**src/rtl/mf16_mul.sv**
```systemverilog
module mf16_mul (
  input  logic [15:0] op_a,
  input  logic [15:0] op_b,
  output logic [15:0] prod_o
);
  localparam int EW = 6;
  localparam int FW = 9;
  localparam int SW = FW + 1;
  localparam int PW = 2 * SW;
  localparam int XW = EW + 2;
  localparam logic [XW-1:0] BIAS = XW'(31);
  localparam logic [EW-1:0] EMAX = '1;
  localparam logic [15:0] QNAN = 16'hFE01;

  logic          sa, sb, sr;
  logic [EW-1:0] ea, eb;
  logic [FW-1:0] fa, fb;
  assign {sa, ea, fa} = op_a;
  assign {sb, eb, fb} = op_b;
  assign sr = sa ^ sb;

  logic za, zb, inf_a, inf_b, nan_a, nan_b;
  assign za    = (ea == '0) && (fa == '0);
  assign zb    = (eb == '0) && (fb == '0);
  assign inf_a = (ea == EMAX) && (fa == '0);
  assign inf_b = (eb == EMAX) && (fb == '0);
  assign nan_a = (ea == EMAX) && (fa != '0);
  assign nan_b = (eb == EMAX) && (fb != '0);

  logic [SW-1:0] sig_a, sig_b;
  assign sig_a = {1'b1, fa};
  assign sig_b = {1'b1, fb};

  logic [PW-1:0] acc [SW+1];
  assign acc[0] = '0;
  for (genvar i = 0; i < SW; i++) begin : g_pp
    assign acc[i+1] = acc[i] + (sig_b[i] ? ({{(PW-SW){1'b0}}, sig_a} << i) : '0);
  end

  logic [PW-1:0] prod;
  logic          hi;
  assign prod = acc[SW];
  assign hi   = prod[PW-1];

  logic [FW-1:0] frac_sel;
  logic          g_bit, r_bit, s_bit, inc;
  assign frac_sel = hi ? prod[PW-2 -: FW] : prod[PW-3 -: FW];
  assign g_bit    = hi ? prod[PW-2-FW] : prod[PW-3-FW];
  assign r_bit    = hi ? prod[PW-3-FW] : prod[PW-4-FW];
  assign s_bit    = hi ? |prod[PW-4-FW:0] : |prod[PW-5-FW:0];
  assign inc      = g_bit & (r_bit | s_bit);

  logic [FW:0]   rnd;
  logic          carry;
  logic [FW-1:0] frac_fin;
  assign rnd      = {1'b0, frac_sel} + {{FW{1'b0}}, inc};
  assign carry    = rnd[FW];
  assign frac_fin = carry ? '0 : rnd[FW-1:0];

  logic [XW-1:0] e_norm, e_fin;
  assign e_norm = {2'b00, ea} + {2'b00, eb} - BIAS + {{(XW-1){1'b0}}, hi};
  assign e_fin  = e_norm + {{(XW-1){1'b0}}, carry};

  logic under, over;
  assign under = e_fin[XW-1];
  assign over  = !under && (e_fin[XW-2:0] >= {1'b0, EMAX});

  always_comb begin
    if (nan_a || nan_b)                    prod_o = QNAN;
    else if ((za && inf_b) || (zb && inf_a)) prod_o = QNAN;
    else if (za || zb)                     prod_o = {sr, 15'd0};
    else if (inf_a || inf_b)               prod_o = {sr, EMAX, {FW{1'b0}}};
    else if (under)                        prod_o = {sr, 15'd0};
    else if (over)                         prod_o = {sr, EMAX, {FW{1'b0}}};
    else                                   prod_o = {sr, e_fin[EW-1:0], frac_fin};
  end
endmodule


```
**config.mk**
```make
export PLATFORM = sky130hd
export DESIGN_NAME = mf16_mul
export DESIGN_NICKNAME = d
export VERILOG_FILES = /design/src/rtl/mf16_mul.sv
export SDC_FILE = /design/constraint.sdc
export NUM_CORES = 1
export LEC_CHECK = 0
export CELL_PAD_IN_SITES_DETAIL_PLACEMENT = 0
export CELL_PAD_IN_SITES_GLOBAL_PLACEMENT = 1
export CORE_UTILIZATION = 45
export DETAILED_ROUTE_END_ITERATION = 8
export PLACE_DENSITY_LB_ADDON = 0.25
export SYNTH_ARGS = -nofsm -noshare
export SYNTH_HDL_FRONTEND = slang
export SYNTH_SLANG_ARGS = --single-unit
```
**constraint.sdc**
```tcl
create_clock -name vclk -period 14.7
set_input_delay 1.47 -clock vclk [all_inputs]
set_output_delay 1.47 -clock vclk [all_outputs]
set_load 0.005 [all_outputs]
```
After elaboration in Yosys (flattened, before gate mapping) --
Index checks and enable logic that the tools add are counted.
Operators by class: add/subtract/negate cells 14, order comparisons 1, equality and inequality tests 2, muxes and demuxes 20, bitwise operators 3, reductions and logical operators 22
Operators by type and width (number):
- $mux 15 | 5
- $mux 16 | 3
- $add 19x19->20 | 1
- $add 18x18->19 | 1
- $add 17x17->18 | 1
- $logic_not 9->1 | 2
- $mux 18 | 1
- $mux 9 | 2
- $reduce_bool 9->1 | 2
- $add 16x16->17 | 1
- $mux 17 | 1
- $add 15x15->16 | 1
- $add 8x1->8 | 2
- $add 14x14->15 | 1
- $add 13x13->14 | 1
- $mux 14 | 1
- $add 12x12->13 | 1
- $mux 13 | 1
- $add 10x11->12 | 1
- $eq 6x6->1 const B | 2
- $logic_not 6->1 | 2
- $mux 12 | 1
- $mux 11 | 1
- $add 9x1->10 | 1
- 13 further kinds | 26
Word-level totals: bits in registers 0, input port bits 32, word-level logic and storage cells 62

Longest topological paths before layout --
word-level depth 24, depth in mapped cells 35, depth with buffers taken out 32

Worst setup path after synthesis --
Ideal clock, no wire load.
path type input-to-output, start point in op_b[4], end point out prod_o[4], arrival 9.342 ns, required time 13.230 ns, path slack 3.888 ns, stages 33, path through clkbuf_1 nand2_1 fa_1 inv_1 fa_1 inv_1 fa_1 inv_1 fa_1 ha_1 ha_1 buf_6 a21oi_1 o21ai_0 a21oi_1 nand3_1 xor2_1 clkbuf_1 nor2_1 o32ai_1 ha_1 and4_2 nand3_1 or3_4 fa_1 nor2b_1 o21ai_0 a21boi_0 o31ai_1 and2b_2 and4b_1 o311ai_4 a211oi_1
On the way: word-level cells in the longest chain between the ends 21
RTL lines:
- from (decl) | RTL line 3 | input logic [15:0] op_b,
- $mux 14 | RTL line 37 | assign acc[i+1] = acc[i] + (sig_b[i] ? ({{(PW-SW){1'b0}}, sig_a} << i) : '0);
- $add 14x14->15 | RTL line 37
- $add 15x15->16 | RTL line 37
- $add 16x16->17 | RTL line 37
- $add 17x17->18 | RTL line 37
- $add 18x18->19 | RTL line 37
- $add 19x19->20 | RTL line 37
- $reduce_or 8->1 or $reduce_or 7->1 (tied branches) | RTL line 50 | assign s_bit = hi ? |prod[PW-4-FW:0] : |prod[PW-5-FW:0];
- (+5 left out)
- $ge 7x6->1 or $logic_not 1->1 (tied branches) | RTL line 66 | assign over = !under && (e_fin[XW-2:0] >= {1'b0, EMAX});
- $logic_and 1x1->1 | RTL line 66
- $mux 15 | RTL line 74 | else if (over) prod_o = {sr, EMAX, {FW{1'b0}}};
- $mux 15 | RTL line 73 | else if (under) prod_o = {sr, 15'd0};
- $mux 15 | RTL line 72 | else if (inf_a || inf_b) prod_o = {sr, EMAX, {FW{1'b0}}};
- $mux 15 | RTL line 71 | else if (za || zb) prod_o = {sr, 15'd0};
- $mux 16 | RTL line 70 | else if ((za && inf_b) || (zb && inf_a)) prod_o = QNAN;
- $mux 16 (*) | RTL line 69 | if (nan_a || nan_b) prod_o = QNAN;
- to (decl) | RTL line 4 | output logic [15:0] prod_o
Mark *: on every way between the ends. The rest lies on a longest branch, timed or not.

Final worst setup path --
start point in op_b[4], end point out prod_o[14]
Same word-level chain as after synthesis.

==> flow_summary_export.csv <==
group,metric,value,unit
synth,synth_area_leaders,"fa_1 32%, ha_1 18%, and2_1 6.5%, inv_1 5.9%, nand2_1 5.3%",
final_layout,regArea,0,um^2
final_layout,multi_input_area,3910,um^2
timing,worst_slack,1.86,ns
hold_path,min_to,"prod_o[15]",
clock_network,holdBufCountCts,0,
final_layout,seq_cells,0,
synth,yosysMostFrequentCell,"fa_1",
synth,synth_compound_area_share,12.7,%
grt,grt_pass1_wl,17100,um
grt,grt_pass1_vias,3647,
clock_network,ctsResizeCount,0,
timing,drv_slew,0,
synth,syn_inst,509,
timing,setup_viol,0,
synth,synthXorXnorAreaFrac,4.32,%
detailed_routing,route.detailed.drc,0,
timing,maxClockFrequency,77.9,MHz
timing,post-route-min-period,12.84,ns
synth,muxShareOfSynthArea,1.17,%
hold_path,hp-start,"op_a[15]",
timing,hold_viol_final,0,
detailed_routing,vias,3613,
clock_network,post_cts_buffers,0,
critical_path,worst-path-max-fanout,11,
floorplanning,die_y,99.3,um
timing,hold_slack,3.98,ns
grt,grt_max_degree,20,
detailed_routing,postRouteAntennaNets,0,
critical_path,slowest_delay,0.80,ns
detailed_routing,drtPass1Iterations,4,
floorplanning,rows,35,
synth,seq_area_frac_synth,0,%
placement,io_buffers,48,
floorplanning,start_util,46.3,%
critical_path,crit_slowest_cell,"clkdlybuf4s50_1",
critical_path,start_kind,"primary input",
synth,synth_warnings,0,
floorplanning,die_area,9860,um^2
grt,antenna_found_initial,0,
job,cap_violations,0,
floorplanning,die_w,99.3,um
placement,place_worst_setup_slack,1.87,ns
synth,synth_adder_area_share,49.6,%
synth,yosysTopAreaCellShare,31.9,%
synth,yosysUniqueCellTypes,54,
final_layout,clockBufferCount,0,
detailed_routing,wire_per_inst,15.3,um
critical_path,critPathRequiredTime,13.23,ns
power,power.density,249,nW/um^2
critical_path,critical_path_class,"in -> out",
floorplanning,io_pins,48,
final_layout,final_nets,702,
timing,fin_tns_setup,0,ns
outcome,status,"completed",
final_layout,syn_to_final_growth,12.4,%
timing,slew_headroom,36.9,%
synth,synth_common_cells,"68 x fa_1, 67 x inv_1, 60 x ha_1, 60 x nand2_1, 44 x and2_1",
critical_path,cpMostUsedCell,"fa_1",
synth,syn-mean-instance-area,8.37,um^2
grt,grt-ovfl-total,0,
power,vdd_ir_drop_max,243,uV
timing,fin_crit_sh,87.3,%
final_layout,drive_gt1_share,3.15,%
floorplanning,core_area,9200,um^2
detailed_routing,finalWirelength,9960,um
power,p_total,1.19,mW
synth,synth_nets,669,
power,p_leak,2.29,nW
placement,dp_hpwl,8390,um
final_layout,nFillCells,915,
synth,synth-simple-area-share,24.0,%
detailed_routing,via_per_inst,5.55,
hold_path,hold_path_depth,4,
critical_path,arrival,11.37,ns
detailed_routing,drt_iter0_markers,129,
placement,gp_congestion,0.920,
hold_path,min_path_type,"in -> out",
timing,tightestPinTransition,0.944,ns
synth,yosys.area.top_type,"fa_1",
synth,synth_top_family_by_area,"adder cells",
synth,syn_area,4260,um^2
critical_path,cp-end-kind,"output port",
timing,rsz0062_at_grt,"false",
grt,track_usage,20.9,%
final_layout,n_antenna_cell,0,
==> layout make-up <==
cell class / instances / share of cell area (%)
multi-input cells: 424 / 81.7
inverters: 67 / 5.25
well taps: 111 / 2.90
repair buffers: 49 / 10.2
==> layer usage <==
layer | track usage [%] | part of all wire [%]
met3 | 0.281 | 3.0
met1 | 31.1 | 46
met5 | 0 | 0
met2 | 36.1 | 50
met4 | 0.905 | 0.45
==> cell usage in the layout (no fill, tap or decap), types with 3 or more instances in the layout <==
master / n
a21o_1: 6
a21oi_1: 20
a31oi_1: 6
and2_1: 44
and3_1: 6
clkdlybuf4s50_1: 48
fa_1: 68
ha_1: 60
inv_1: 67
mux2i_1: 5
nand2_1: 60
nand2b_1: 4
nand3_1: 10
nand4_1: 5
nor2_1: 27
nor2b_1: 3
nor3_1: 9
nor4_1: 6
o2111ai_1: 4
o211ai_1: 5
o21a_1: 3
o21ai_0: 10
or2_2: 4
or4_1: 3
xnor2_1: 13
xor2_1: 8
==> power breakdown <==
group / total, mW / internal [mW] / switching, mW
Combinational: 1.19 / 0.527 / 0.664
Clock: 0 / 0 / 0
Sequential: 0 / 0 / 0
Total: 1.19 / 0.527 / 0.664
==> worst max path at each step <==
| stage | from | end | slack [ns] | cells past startpoint |
|---|---|---|---|---|
| 4_1_cts | op_b[4] | prod_o[7] | 1.85 | 34 |
| 5_1_grt | op_b[4] | prod_o[7] | 1.07 | 32 |
| 3_5_place_dp | op_b[5] | prod_o[7] | 1.87 | 34 |
| 3_3_place_gp | op_b[5] | prod_o[7] | 2.12 | 34 |
| 2_1_floorplan | op_b[4] | prod_o[4] | 3.89 | 33 |
| 6_report | op_b[4] | prod_o[14] | 1.86 | 34 |
==> cells by family (layout without fill, tap and decap cells) <==
group | count (synthesis) | count (layout)
xor+xnor | 21 | 21
compound gates | 74 | 74
fa+ha+maj | 128 | 128
buf+inv | 85 | 116
mux | 5 | 5
simple gates | 196 | 196
==> critical path: cells and delay by family <==
kind | cells | cell delay [ns]
AOI/OAI and AO/OA | 10 | 2.26
xor gates and xnor gates | 2 | 1.03
adders and majority gates | 9 | 3.58
buffers and inverters | 6 | 1.52
and+or+nand+nor | 7 | 1.50
==> metrics by stage <==
stage / cells / cell area, um^2 / util [%]
2_1_floorplan: 509 / 4260 / -
3_3_place_gp: 651 / 4790 / 52.1
3_5_place_dp: 651 / 4790 / 52.1
4_1_cts: 651 / 4790 / 52.1
5_1_grt: 651 / 4790 / 52.1
6_report: 651 / 4790 / 52.1
(Power assumes the default switching activity.)
